**config.mk**
```make
export PLATFORM = sky130hd
export DESIGN_NAME = cfg_window_decoder
export DESIGN_NICKNAME = d
export VERILOG_FILES = /design/src/rtl/cfgw_pkg.sv /design/src/rtl/cfgw_map_ctrl.sv /design/src/rtl/cfgw_field_split.sv /design/src/rtl/cfgw_xact.sv /design/src/rtl/cfg_window_decoder.sv
export SDC_FILE = /design/constraint.sdc
export NUM_CORES = 1
export LEC_CHECK = 0
export ABC_AREA = 0
export CAP_MARGIN = 0
export CELL_PAD_IN_SITES_DETAIL_PLACEMENT = 1
export CELL_PAD_IN_SITES_GLOBAL_PLACEMENT = 2
export CORE_ASPECT_RATIO = 1.25
export CORE_MARGIN = 5
export CORE_UTILIZATION = 27
export CTS_CLUSTER_SIZE = 14
export DETAILED_ROUTE_END_ITERATION = 16
export PLACE_DENSITY_LB_ADDON = 0.05
export SLEW_MARGIN = 20
export SYNTH_ARGS = -nofsm -noshare
export SYNTH_HDL_FRONTEND = slang
export SYNTH_SLANG_ARGS = --single-unit
```
**constraint.sdc**
```tcl
create_clock -name clk -period 3.91 [get_ports clk]
set_input_delay 0.391 -clock clk [delete_from_list [all_inputs] [get_ports clk]]
set_output_delay 0.391 -clock clk [all_outputs]
set_load 0.005 [all_outputs]
```
**src/rtl/cfgw_pkg.sv**
```systemverilog
package cfgw_pkg;
    localparam int REG_W   = 12;
    localparam int FN_W    = 3;
    localparam int DEV_W   = 5;
    localparam int BUS_W   = 9;
    localparam int FN_LSB  = REG_W;
    localparam int DEV_LSB = FN_LSB + FN_W;
    localparam int BUS_LSB = DEV_LSB + DEV_W;
    localparam int TOP_BIT = BUS_LSB + BUS_W - 1;

    typedef enum logic [1:0] {XS_IDLE, XS_WAIT, XS_RESP} xact_state_e;

    typedef struct packed {
        logic [BUS_W-1:0] bus;
        logic [DEV_W-1:0] dev;
        logic [FN_W-1:0]  fn;
        logic [REG_W-1:0] reg_off;
    } cfg_target_t;
endpackage

```
**src/rtl/cfgw_map_ctrl.sv**
```systemverilog
module cfgw_map_ctrl #(
    parameter int ADDR_W = 32,
    parameter int MIN_LG = 20,
    parameter int MAX_LG = 28
) (
    input  logic              clk,
    input  logic              rst_n,
    input  logic              upd,
    input  logic              en,
    input  logic [ADDR_W-1:0] base_in,
    input  logic [ADDR_W-1:0] size_in,
    output logic              mapped,
    output logic [ADDR_W-1:0] base,
    output logic [ADDR_W-1:0] size,
    output logic              err
);
    localparam int N_SIZES = MAX_LG - MIN_LG + 1;

    typedef struct packed {
        logic              mapped;
        logic [ADDR_W-1:0] base;
        logic [ADDR_W-1:0] size;
        logic              err;
    } map_t;

    map_t map_d, map_q;
    logic [N_SIZES-1:0] size_match;

    for (genvar k = 0; k < N_SIZES; k++) begin : g_size
        assign size_match[k] = (size_in == (ADDR_W'(1) << (MIN_LG + k)));
    end

    always_comb begin
        map_d     = map_q;
        map_d.err = 1'b0;
        if (upd) begin
            map_d.mapped = 1'b0;
            if (en) begin
                if (|size_match) begin
                    map_d.mapped = 1'b1;
                    map_d.base   = base_in;
                    map_d.size   = size_in;
                end else begin
                    map_d.err = 1'b1;
                end
            end
        end
    end

    always_ff @(posedge clk or negedge rst_n) begin
        if (!rst_n) map_q <= '0;
        else        map_q <= map_d;
    end

    assign mapped = map_q.mapped;
    assign base   = map_q.base;
    assign size   = map_q.size;
    assign err    = map_q.err;
endmodule

```
**src/rtl/cfgw_field_split.sv**
```systemverilog
module cfgw_field_split
    import cfgw_pkg::*;
#(
    parameter int ADDR_W = 32,
    parameter int LEN_W  = 3
) (
    input  logic              mapped,
    input  logic [ADDR_W-1:0] addr,
    input  logic [ADDR_W-1:0] base,
    input  logic [ADDR_W-1:0] size,
    input  logic [LEN_W-1:0]  len,
    output logic              claim,
    output cfg_target_t       fields
);
    logic [ADDR_W-1:0] offset;
    logic              len_ok;

    always_comb begin
        offset  = addr - base;
        len_ok  = (len == LEN_W'(1)) || (len == LEN_W'(2)) || (len == LEN_W'(4));
        claim   = mapped && len_ok && (offset < size);
        fields.reg_off = offset[FN_LSB-1:0];
        fields.fn      = offset[DEV_LSB-1:FN_LSB];
        fields.dev     = offset[BUS_LSB-1:DEV_LSB];
        fields.bus     = offset[TOP_BIT:BUS_LSB];
    end
endmodule

```
**src/rtl/cfgw_xact.sv**
```systemverilog
module cfgw_xact
    import cfgw_pkg::*;
#(
    parameter int DATA_W = 32,
    parameter int LEN_W  = 3
) (
    input  logic              clk,
    input  logic              rst_n,
    input  logic              cpu_req,
    input  logic              cpu_we,
    input  logic [LEN_W-1:0]  cpu_len,
    input  logic [DATA_W-1:0] cpu_wdata,
    input  logic              claim,
    input  cfg_target_t       fields,
    output logic              cpu_ready,
    output logic              cpu_rsp_valid,
    output logic [DATA_W-1:0] cpu_rdata,
    output logic              tgt_req_valid,
    output logic              tgt_we,
    output cfg_target_t       tgt_fields,
    output logic [LEN_W-1:0]  tgt_len,
    output logic [DATA_W-1:0] tgt_wdata,
    input  logic              tgt_rsp_valid,
    input  logic              tgt_present,
    input  logic [DATA_W-1:0] tgt_rdata
);
    typedef struct packed {
        xact_state_e       st;
        logic              we;
        cfg_target_t       tgt;
        logic [LEN_W-1:0]  len;
        logic [DATA_W-1:0] wdata;
        logic [DATA_W-1:0] rdata;
    } xact_t;

    xact_t x_d, x_q;

    always_comb begin
        x_d = x_q;
        case (x_q.st)
            XS_IDLE: begin
                if (cpu_req && claim) begin
                    x_d.st    = XS_WAIT;
                    x_d.we    = cpu_we;
                    x_d.tgt   = fields;
                    x_d.len   = cpu_len;
                    x_d.wdata = cpu_wdata;
                end
            end
            XS_WAIT: begin
                if (tgt_rsp_valid) begin
                    x_d.st = XS_RESP;
                    if (x_q.we)           x_d.rdata = '0;
                    else if (tgt_present) x_d.rdata = tgt_rdata;
                    else                  x_d.rdata = '1;
                end
            end
            XS_RESP: x_d.st = XS_IDLE;
            default: x_d.st = XS_IDLE;
        endcase
    end

    always_ff @(posedge clk or negedge rst_n) begin
        if (!rst_n) begin
            x_q    <= '0;
            x_q.st <= XS_IDLE;
        end else begin
            x_q <= x_d;
        end
    end

    assign cpu_ready     = (x_q.st == XS_IDLE);
    assign cpu_rsp_valid = (x_q.st == XS_RESP);
    assign cpu_rdata     = x_q.rdata;
    assign tgt_req_valid = (x_q.st == XS_WAIT);
    assign tgt_we        = x_q.we;
    assign tgt_fields    = x_q.tgt;
    assign tgt_len       = x_q.len;
    assign tgt_wdata     = x_q.wdata;
endmodule

```
**src/rtl/cfg_window_decoder.sv**
```systemverilog
module cfg_window_decoder
    import cfgw_pkg::*;
#(
    parameter int ADDR_W = 32,
    parameter int DATA_W = 32,
    parameter int LEN_W  = 3,
    parameter int MIN_LG = 20,
    parameter int MAX_LG = 28
) (
    input  logic              clk,
    input  logic              rst_n,
    input  logic              map_upd,
    input  logic              map_en,
    input  logic [ADDR_W-1:0] map_base,
    input  logic [ADDR_W-1:0] map_size,
    output logic              map_err,
    output logic              win_mapped,
    input  logic              cpu_req,
    input  logic              cpu_we,
    input  logic [ADDR_W-1:0] cpu_addr,
    input  logic [LEN_W-1:0]  cpu_len,
    input  logic [DATA_W-1:0] cpu_wdata,
    output logic              cpu_ready,
    output logic              cpu_rsp_valid,
    output logic [DATA_W-1:0] cpu_rdata,
    output logic              tgt_req_valid,
    output logic              tgt_we,
    output logic [BUS_W-1:0]  tgt_bus,
    output logic [DEV_W-1:0]  tgt_dev,
    output logic [FN_W-1:0]   tgt_fn,
    output logic [REG_W-1:0]  tgt_reg,
    output logic [LEN_W-1:0]  tgt_len,
    output logic [DATA_W-1:0] tgt_wdata,
    input  logic              tgt_rsp_valid,
    input  logic              tgt_present,
    input  logic [DATA_W-1:0] tgt_rdata
);
    logic [ADDR_W-1:0] win_base, win_size;
    logic              claim;
    cfg_target_t       fields, tgt_fields;

    cfgw_map_ctrl #(.ADDR_W(ADDR_W), .MIN_LG(MIN_LG), .MAX_LG(MAX_LG)) u_map (
        .clk(clk), .rst_n(rst_n), .upd(map_upd), .en(map_en),
        .base_in(map_base), .size_in(map_size),
        .mapped(win_mapped), .base(win_base), .size(win_size), .err(map_err)
    );

    cfgw_field_split #(.ADDR_W(ADDR_W), .LEN_W(LEN_W)) u_split (
        .mapped(win_mapped), .addr(cpu_addr), .base(win_base), .size(win_size),
        .len(cpu_len), .claim(claim), .fields(fields)
    );

    cfgw_xact #(.DATA_W(DATA_W), .LEN_W(LEN_W)) u_xact (
        .clk(clk), .rst_n(rst_n),
        .cpu_req(cpu_req), .cpu_we(cpu_we), .cpu_len(cpu_len), .cpu_wdata(cpu_wdata),
        .claim(claim), .fields(fields),
        .cpu_ready(cpu_ready), .cpu_rsp_valid(cpu_rsp_valid), .cpu_rdata(cpu_rdata),
        .tgt_req_valid(tgt_req_valid), .tgt_we(tgt_we), .tgt_fields(tgt_fields),
        .tgt_len(tgt_len), .tgt_wdata(tgt_wdata),
        .tgt_rsp_valid(tgt_rsp_valid), .tgt_present(tgt_present), .tgt_rdata(tgt_rdata)
    );

    assign tgt_bus = tgt_fields.bus;
    assign tgt_dev = tgt_fields.dev;
    assign tgt_fn  = tgt_fields.fn;
    assign tgt_reg = tgt_fields.reg_off;
endmodule

```
==> impl_metrics.env, run 1 <==
export IMPL_outcome="complete, but fails checks"
export IMPL_violations="setup timing"
export IMPL_tightest_slew_ns=1.00
export IMPL_peakVddDrop_v=0.000303
export IMPL_dieArea_mm2=0.0399
export IMPL_cellLeakagePower_nw=6.30
export IMPL_cts_sinks=165
export IMPL_slew_viol_final=0
export IMPL_place_ws_ns=-1.20
export IMPL_final_common_cell="clkdlybuf4s50_1"
export IMPL_vias=7630
export IMPL_ys_warn_count=0
export IMPL_worstPathMaxFanout=6
export IMPL_fp_dieW_um=180
export IMPL_start_util_pct=27.4
export IMPL_grt_antenna_before_repair=1
export IMPL_clk_pin_slew_worst_paths_ns=0.07
export IMPL_synth_seq_cells=165
export IMPL_gr_usage_all_layers_pct=15.2
export IMPL_syn_to_final_growth_pct=47.1
export IMPL_die_h_um=222
export IMPL_io_buffer_count=272
export IMPL_p_per_area_mw_per_mm2=308
export IMPL_fin_ws_ns=-0.492
export IMPL_max_freq_mhz=227
export IMPL_grt_setup_unrepaired="true"
export IMPL_final_antenna_net_count=0
export IMPL_synth_ff_type="dfrtp_1"
export IMPL_dr_max_layer_used="met5"
export IMPL_drc_errors=0
export IMPL_synth_edf_count=0
export IMPL_wl_met2_um=15500
export IMPL_grt_pass1_wl_um=48200
export IMPL_seqCellArea_mm2=0.00413
export IMPL_cp_start_kind="input port"
export IMPL_critPathArrivalTime_ns=4.73
export IMPL_synthCells=925
export IMPL_numCtsBuffers=17
export IMPL_reg2reg_to="u_xact.tgt_wdata[15]"
export IMPL_max_slew_margin_rel_pct=33.1
export IMPL_setup_viol=66
export IMPL_syn_area_mm2=0.00970
export IMPL_finalPower_mw=4.40
export IMPL_fp_coreArea_mm2=0.0355
export IMPL_grt_max_degree=86
export IMPL_layout_common_cells="clkdlybuf4s50_1 (270), dfrtp_1 (165), buf_4 (127), inv_1 (72), ha_1 (58)"
export IMPL_endpoint_kind="flop"
export IMPL_synth_avg_cell_area_um2=10.5
export IMPL_r2r_cells=19
export IMPL_cts_tree="yes"
export IMPL_drive_gt1_share_pct=25.1
export IMPL_vias_per_cell=4.46
export IMPL_fillerInstances=3950
export IMPL_dp_hpwl_um=23100
export IMPL_grt_overflow=0
export IMPL_r2r_slack_ns=-0.49
export IMPL_cp_required_ns=4.24
export IMPL_synth_top_cell_area_share_pct=42.5
export IMPL_cts_root_buf="clkbuf_16"
export IMPL_grt_pass1_vias=8570
export IMPL_seq_area_frac_synth_pct=42.5
export IMPL_dp_cells=1662
export IMPL_hold_violations=0
export IMPL_critPathLaunch="cpu_addr[1]"
export IMPL_avgRoutedWirePerCell_um=17.6
export IMPL_instances_no_fill=1710
export IMPL_synth_top_area_cell="dfrtp_1"
export IMPL_cts_buffer_depth=2
export IMPL_async_flop_share_pct=100
export IMPL_place_congestion=0.769
export IMPL_period_needed_ns=4.40
export IMPL_firstDrtPassIters=4
export IMPL_wl_met3_um=1540
export IMPL_endpoint="u_xact.tgt_wdata[15]"
export IMPL_drt_initial_drc_count=235
export IMPL_multi_input_area_mm2=0.00484
export IMPL_finish_net_count=1457
export IMPL_drv_cap=0
export IMPL_skew_ns=0.0154
export IMPL_htreeDepth=4
export IMPL_placementRows=77
export IMPL_synth_distinct_cells=60
export IMPL_min_path_type="input port to async pin"
export IMPL_synth_area_leaders="dfrtp_1 (43%), mux2_2 (12%), ha_1 (8.0%)"
export IMPL_cts_hold_buf=0
export IMPL_ios=273
export IMPL_r2r_start="u_map.base[20]"
export IMPL_diodes=0
export IMPL_crit_type="input port to flop"
export IMPL_met1_length_um=12700
export IMPL_syn_nets=1159
export IMPL_wl_um=30200
export IMPL_period_share_pct=113
export IMPL_worstSkewPairLatency_ns=0.45
sequential cells by signal (all words and copies together) (netlist names):
register / cells
u_xact.x_q: 2
u_xact.tgt_fields: 29
u_map.base: 32
u_xact.tgt_len: 3
u_map.err: 1
u_map.mapped: 1
u_map.size: 32
u_xact.tgt_wdata: 32
u_xact.tgt_we: 1
u_xact.cpu_rdata: 32
metrics by stage:
step	instance area (um2)	utilization, %	setup TNS (ns)	hold WS (ns)
floorplan	9870	-	-4.71	0.0954
global placement	13200	37.3	-69.62	0.460
detailed placement	13200	37.3	-73.44	0.465
CTS	14200	39.9	-28.33	0.0204
global route	14300	40.3	-41.45	0.0713
finish	14300	40.3	-28.51	0.00158
Yosys cell counts, drive strengths merged (2+ instances only):
master and instances:
a21oi 33, nor2b 39, or2 2, o31ai 37, and3 8, nand2b 2
a21boi 3, a211oi 8, mux2 103, clkbuf 18, a311o 2, xor2 10
nor4 7, and4b 2, o2111ai 3, nand3 7, dfrtp 165, nor3 5
o21a 8, inv 74, xnor2 22, a211o 2, buf 112, a31oi 3
a221oi 3, a21o 24, nand2 57, o211ai 4, nand4 9, o21ai 30
o21bai 2, or3 5, and2 25, ha 62, nor2 17
kinds of logic after synthesis:
group | after synthesis | synth area share [%]
buffers and inverters | 204 | 11.8
AND/OR/NAND/NOR | 187 | 10.1
flip-flops | 165 | 42.5
XOR/XNOR | 32 | 2.89
multiplexers | 104 | 12.1
AO/OA/AOI/OAI | 170 | 12.4
adder cells (fa/ha/maj) | 63 | 8.20
report_power, final:
| group | leakage, nW | total [mW] | internal, mW | switching, mW |
|---|---|---|---|---|
| Sequential | 2.29 | 1.79 | 1.76 | 0.0319 |
| Clock | 0.288 | 1.74 | 0.983 | 0.759 |
| Combinational | 3.72 | 0.869 | 0.517 | 0.351 |
layer usage:
layer | track usage [%] | vias to the layer above
met5 | 0 | -
met4 | 4.75 | 2
met3 | 4.36 | 25
met2 | 26.7 | 170
met1 | 18.0 | 3745
li1 | - | 3688
critical path, stage by stage:
cell and delay (ns):
clkdlybuf4s50_1 0.44, buf_4 0.16, fa_2 0.38, a21o_1 0.23, a221oi_4 0.33, o21ai_4 0.14
a221oi_4 0.36, o41ai_4 0.11, buf_4 0.15, o31ai_4 0.19, xnor2_1 0.15, ha_1 0.20
a21o_1 0.18, a21o_1 0.19, a21oi_2 0.18, o21ai_2 0.10, nor2_4 0.21, buf_6 0.17
clkbuf_16 0.16, mux2_4 0.29
layout make-up:
| type | count | area share (%) |
|---|---|---|
| Timing Repair Buffer | 409 | 26.9 |
| Inverter | 74 | 1.98 |
| Sequential cell | 165 | 28.9 |
| Clock inverter | 13 | 1.01 |
| Clock buffer | 19 | 3.17 |
| Multi-Input combinational cell | 556 | 33.9 |
| Tap cell | 474 | 4.15 |
worst min-delay path by stage:
stage	from	to	slack, ns	cells after the start
after floorplan	rst_n	u_map.base[0]	0.1	0
after global placement	u_xact.cpu_rdata[24]	u_xact.cpu_rdata[24]	0.46	2
after detailed placement	u_xact.cpu_rdata[21]	u_xact.cpu_rdata[21]	0.46	2
after CTS	rst_n	u_map.base[9]	0.02	1
after global routing	rst_n	u_map.base[9]	0.07	1
final	rst_n	u_map.base[9]	0.002	1
what timing repair did:
item | CTS | global route
pin swaps | 10 | 7
gates resized for setup | 51 | 22
cloned | 2 | 1
setup endpoints to repair | 66 | 66
buffers inserted | 9 | 7
(Power assumes the default switching activity.)
==> run 2: changes to the inputs <==
--- a/config.mk
+++ b/config.mk
@@ -6,7 +6,7 @@
 export NUM_CORES = 1
 export LEC_CHECK = 0
 export ABC_AREA = 0
-export CAP_MARGIN = 0
+export CAP_MARGIN = 25
 export CELL_PAD_IN_SITES_DETAIL_PLACEMENT = 1
 export CELL_PAD_IN_SITES_GLOBAL_PLACEMENT = 2
 export CORE_ASPECT_RATIO = 1.25
@@ -14,7 +14,8 @@
 export CORE_UTILIZATION = 27
 export CTS_CLUSTER_SIZE = 14
 export DETAILED_ROUTE_END_ITERATION = 16
-export PLACE_DENSITY_LB_ADDON = 0.05
+export PLACE_DENSITY_LB_ADDON = 0.1
+export SETUP_SLACK_MARGIN = 0.3
 export SLEW_MARGIN = 20
 export SYNTH_ARGS = -nofsm -noshare
 export SYNTH_HDL_FRONTEND = slang
==> run 2 against run 1 <==
The flow finishes with violations (hold timing, setup timing). Global-route usage decreased by 0.055 points. Utilization did not move. Power down 1.2%. Worst hold slack got worse by 0.028 ns. Non-clock buffer count increased by 11. Via count rose by 0.42%. Clock power shrank 2%. Critical path type unchanged. Largest cell class unchanged.
==> impl_metrics.env, run 2 (synthesis results as in run 1) <==
export IMPL_wl_um=30600
export IMPL_io_buffer_count=272
export IMPL_r2r_start="u_map.base[0]"
export IMPL_endpoint_kind="flop"
export IMPL_r2r_slack_ns=-0.52
export IMPL_critPathArrivalTime_ns=4.78
export IMPL_fin_ws_ns=-0.550
export IMPL_drv_cap=0
export IMPL_p_clk_share_pct=39.2
export IMPL_worstSkewPairLatency_ns=0.44
export IMPL_final_common_cell="clkdlybuf4s50_1"
export IMPL_numCtsBuffers=17
export IMPL_cts_sinks=165
export IMPL_vias=7662
export IMPL_grt_antenna_before_repair=2
export IMPL_drt_initial_drc_count=215
export IMPL_r2r_cells=21
export IMPL_skew_ns=0.0102
export IMPL_grt_pass1_wl_um=47700
export IMPL_start_util_pct=27.4
export IMPL_p_sw_mw=1.12
export IMPL_syn_to_final_growth_pct=47.1
export IMPL_tightest_slew_ns=0.759
export IMPL_cts_buffer_depth=2
export IMPL_drive_gt1_share_pct=25.6
export IMPL_die_h_um=222
export IMPL_setup_viol=66
export IMPL_finish_net_count=1468
export IMPL_grt_max_degree=83
export IMPL_fp_dieW_um=180
export IMPL_violations="hold timing, setup timing"
export IMPL_cp_required_ns=4.23
export IMPL_period_share_pct=114
export IMPL_drc_errors=0
export IMPL_firstDrtPassIters=4
export IMPL_slew_viol_final=0
export IMPL_cts_root_buf="clkbuf_16"
export IMPL_layout_common_cells="clkdlybuf4s50_1 (270), dfrtp_1 (165), buf_4 (132), mux2_2 (85), inv_1 (72)"
export IMPL_p_per_area_mw_per_mm2=305
export IMPL_ios=273
export IMPL_p_seq_share_pct=41.1
export IMPL_setup_tns_ns=-32.64
export IMPL_reg2reg_to="u_xact.tgt_len[1]"
export IMPL_outcome="complete, but fails checks"
export IMPL_cp_start_kind="input port"
export IMPL_hold_violations=5
export IMPL_critPathLaunch="cpu_addr[1]"
export IMPL_grt_pass1_vias=8559
export IMPL_whs_ns=-0.0262
export IMPL_p_int_mw=3.22
export IMPL_final_antenna_net_count=0
export IMPL_cellLeakagePower_nw=6.35
export IMPL_fp_coreArea_mm2=0.0355
export IMPL_sw_frac_of_total_pct=25.8
export IMPL_max_freq_mhz=224
export IMPL_grt_overflow=0
export IMPL_placementRows=77
export IMPL_min_path_type="input port to async pin"
export IMPL_worstPathMaxFanout=7
export IMPL_endpoint="u_xact.tgt_len[1]"
export IMPL_peakVddDrop_v=0.000241
export IMPL_grt_setup_unrepaired="true"
export IMPL_avgRoutedWirePerCell_um=17.8
export IMPL_cts_tree="yes"
export IMPL_crit_type="input port to flop"
export IMPL_period_needed_ns=4.46
export IMPL_clk_pin_slew_worst_paths_ns=0.07
export IMPL_htreeDepth=4
export IMPL_gr_usage_all_layers_pct=15.2
export IMPL_cts_hold_buf=0
export IMPL_dieArea_mm2=0.0399
export IMPL_max_slew_margin_rel_pct=49.2
export IMPL_dp_hpwl_um=22800
export IMPL_vias_per_cell=4.45
export IMPL_place_congestion=0.776
export IMPL_p_comb_share_pct=19.7
-- run 2: cell count changes in the layout (fill, tap and decap cells not counted), moves of 3 or more --
cell / previous run / this run
buf_4: 127 / 132
mux2_4: 50 / 18
buf_16: 0 / 5
mux2_2: 53 / 85
o21ai_2: 1 / 4
o21ai_1: 7 / 4
-- run 2: through the flow --
stage	area, um2	utilization, %	worst slack [ns]	std cells	power [mW]
after CTS	14100	39.8	-0.617	1711	4.44
after floorplan	9870	-	-0.0883	925	2.20
after detailed placement	13300	37.5	-1.19	1670	2.67
final	14300	40.3	-0.550	1720	4.35
after global routing	14300	40.3	-0.763	1720	4.58
after global placement	13300	37.5	-1.12	1669	2.66
-- run 2: final cells by class --
| cell class | count | area, um2 |
|---|---|---|
| Fill cell | 4011 | 21200 |
| Multi-Input combinational cell | 556 | 4660 |
| Sequential cell | 165 | 4130 |
| Timing Repair Buffer | 420 | 4050 |
| Tap cell | 474 | 593 |
| Clock buffer | 18 | 439 |
| Inverter | 74 | 283 |
| Clock inverter | 12 | 130 |
| Antenna cell | 1 | 2.50 |
-- run 2: worst min-delay path by stage --
stage / from / endpoint
after floorplan: rst_n / u_map.base[0]
after global placement: u_xact.cpu_rdata[31] / u_xact.cpu_rdata[31]
after detailed placement: u_xact.cpu_rdata[0] / u_xact.cpu_rdata[0]
after CTS: rst_n / u_map.base[6]
after global routing: rst_n / u_map.base[4]
final: rst_n / u_map.base[5]
-- run 2: worst max-delay path: stages --
cell and delay (ns):
clkdlybuf4s50_1 0.43, buf_4 0.15, fa_2 0.39, a21o_1 0.21
a221oi_4 0.30, o21ai_4 0.13, buf_6 0.16, a221oi_4 0.35
o41ai_4 0.11, nor2_2 0.17, xnor2_2 0.10, ha_2 0.31
nand4_1 0.12, nor2_2 0.15, nand2_1 0.09, a211o_1 0.29
a21oi_2 0.23, nor2_4 0.07, buf_12 0.16, clkbuf_16 0.17
mux2_4 0.29
-- run 2: timing repair --
item,4_1_cts,5_1_grt
pin swaps,14,15
setup buffers,8,4
endpoints found under the hold margin,0,0
endpoints found under the setup margin,66,66
gates cloned,3,4
resized for setup,19,11
-- run 2: metal layers --
layer	vias up	share of wire [%]	wire length (um)	track usage, %
met3	31	5.2	1580	4.43
met1	3771	38	11700	16.2
met4	2	1.8	555	4.70
met2	142	55	16800	28.5
met5	-	0.042	13	0
li1	3716	-	-	-
-- run 2: power groups by stage --
stage	combinational [mW]	clock, mW	sequential (mW)
CTS	0.869	1.78	1.79
finish	0.857	1.70	1.79
global route	0.945	1.84	1.79
floorplan	0.387	0	1.81
detailed placement	0.854	0	1.82
global placement	0.842	0	1.82
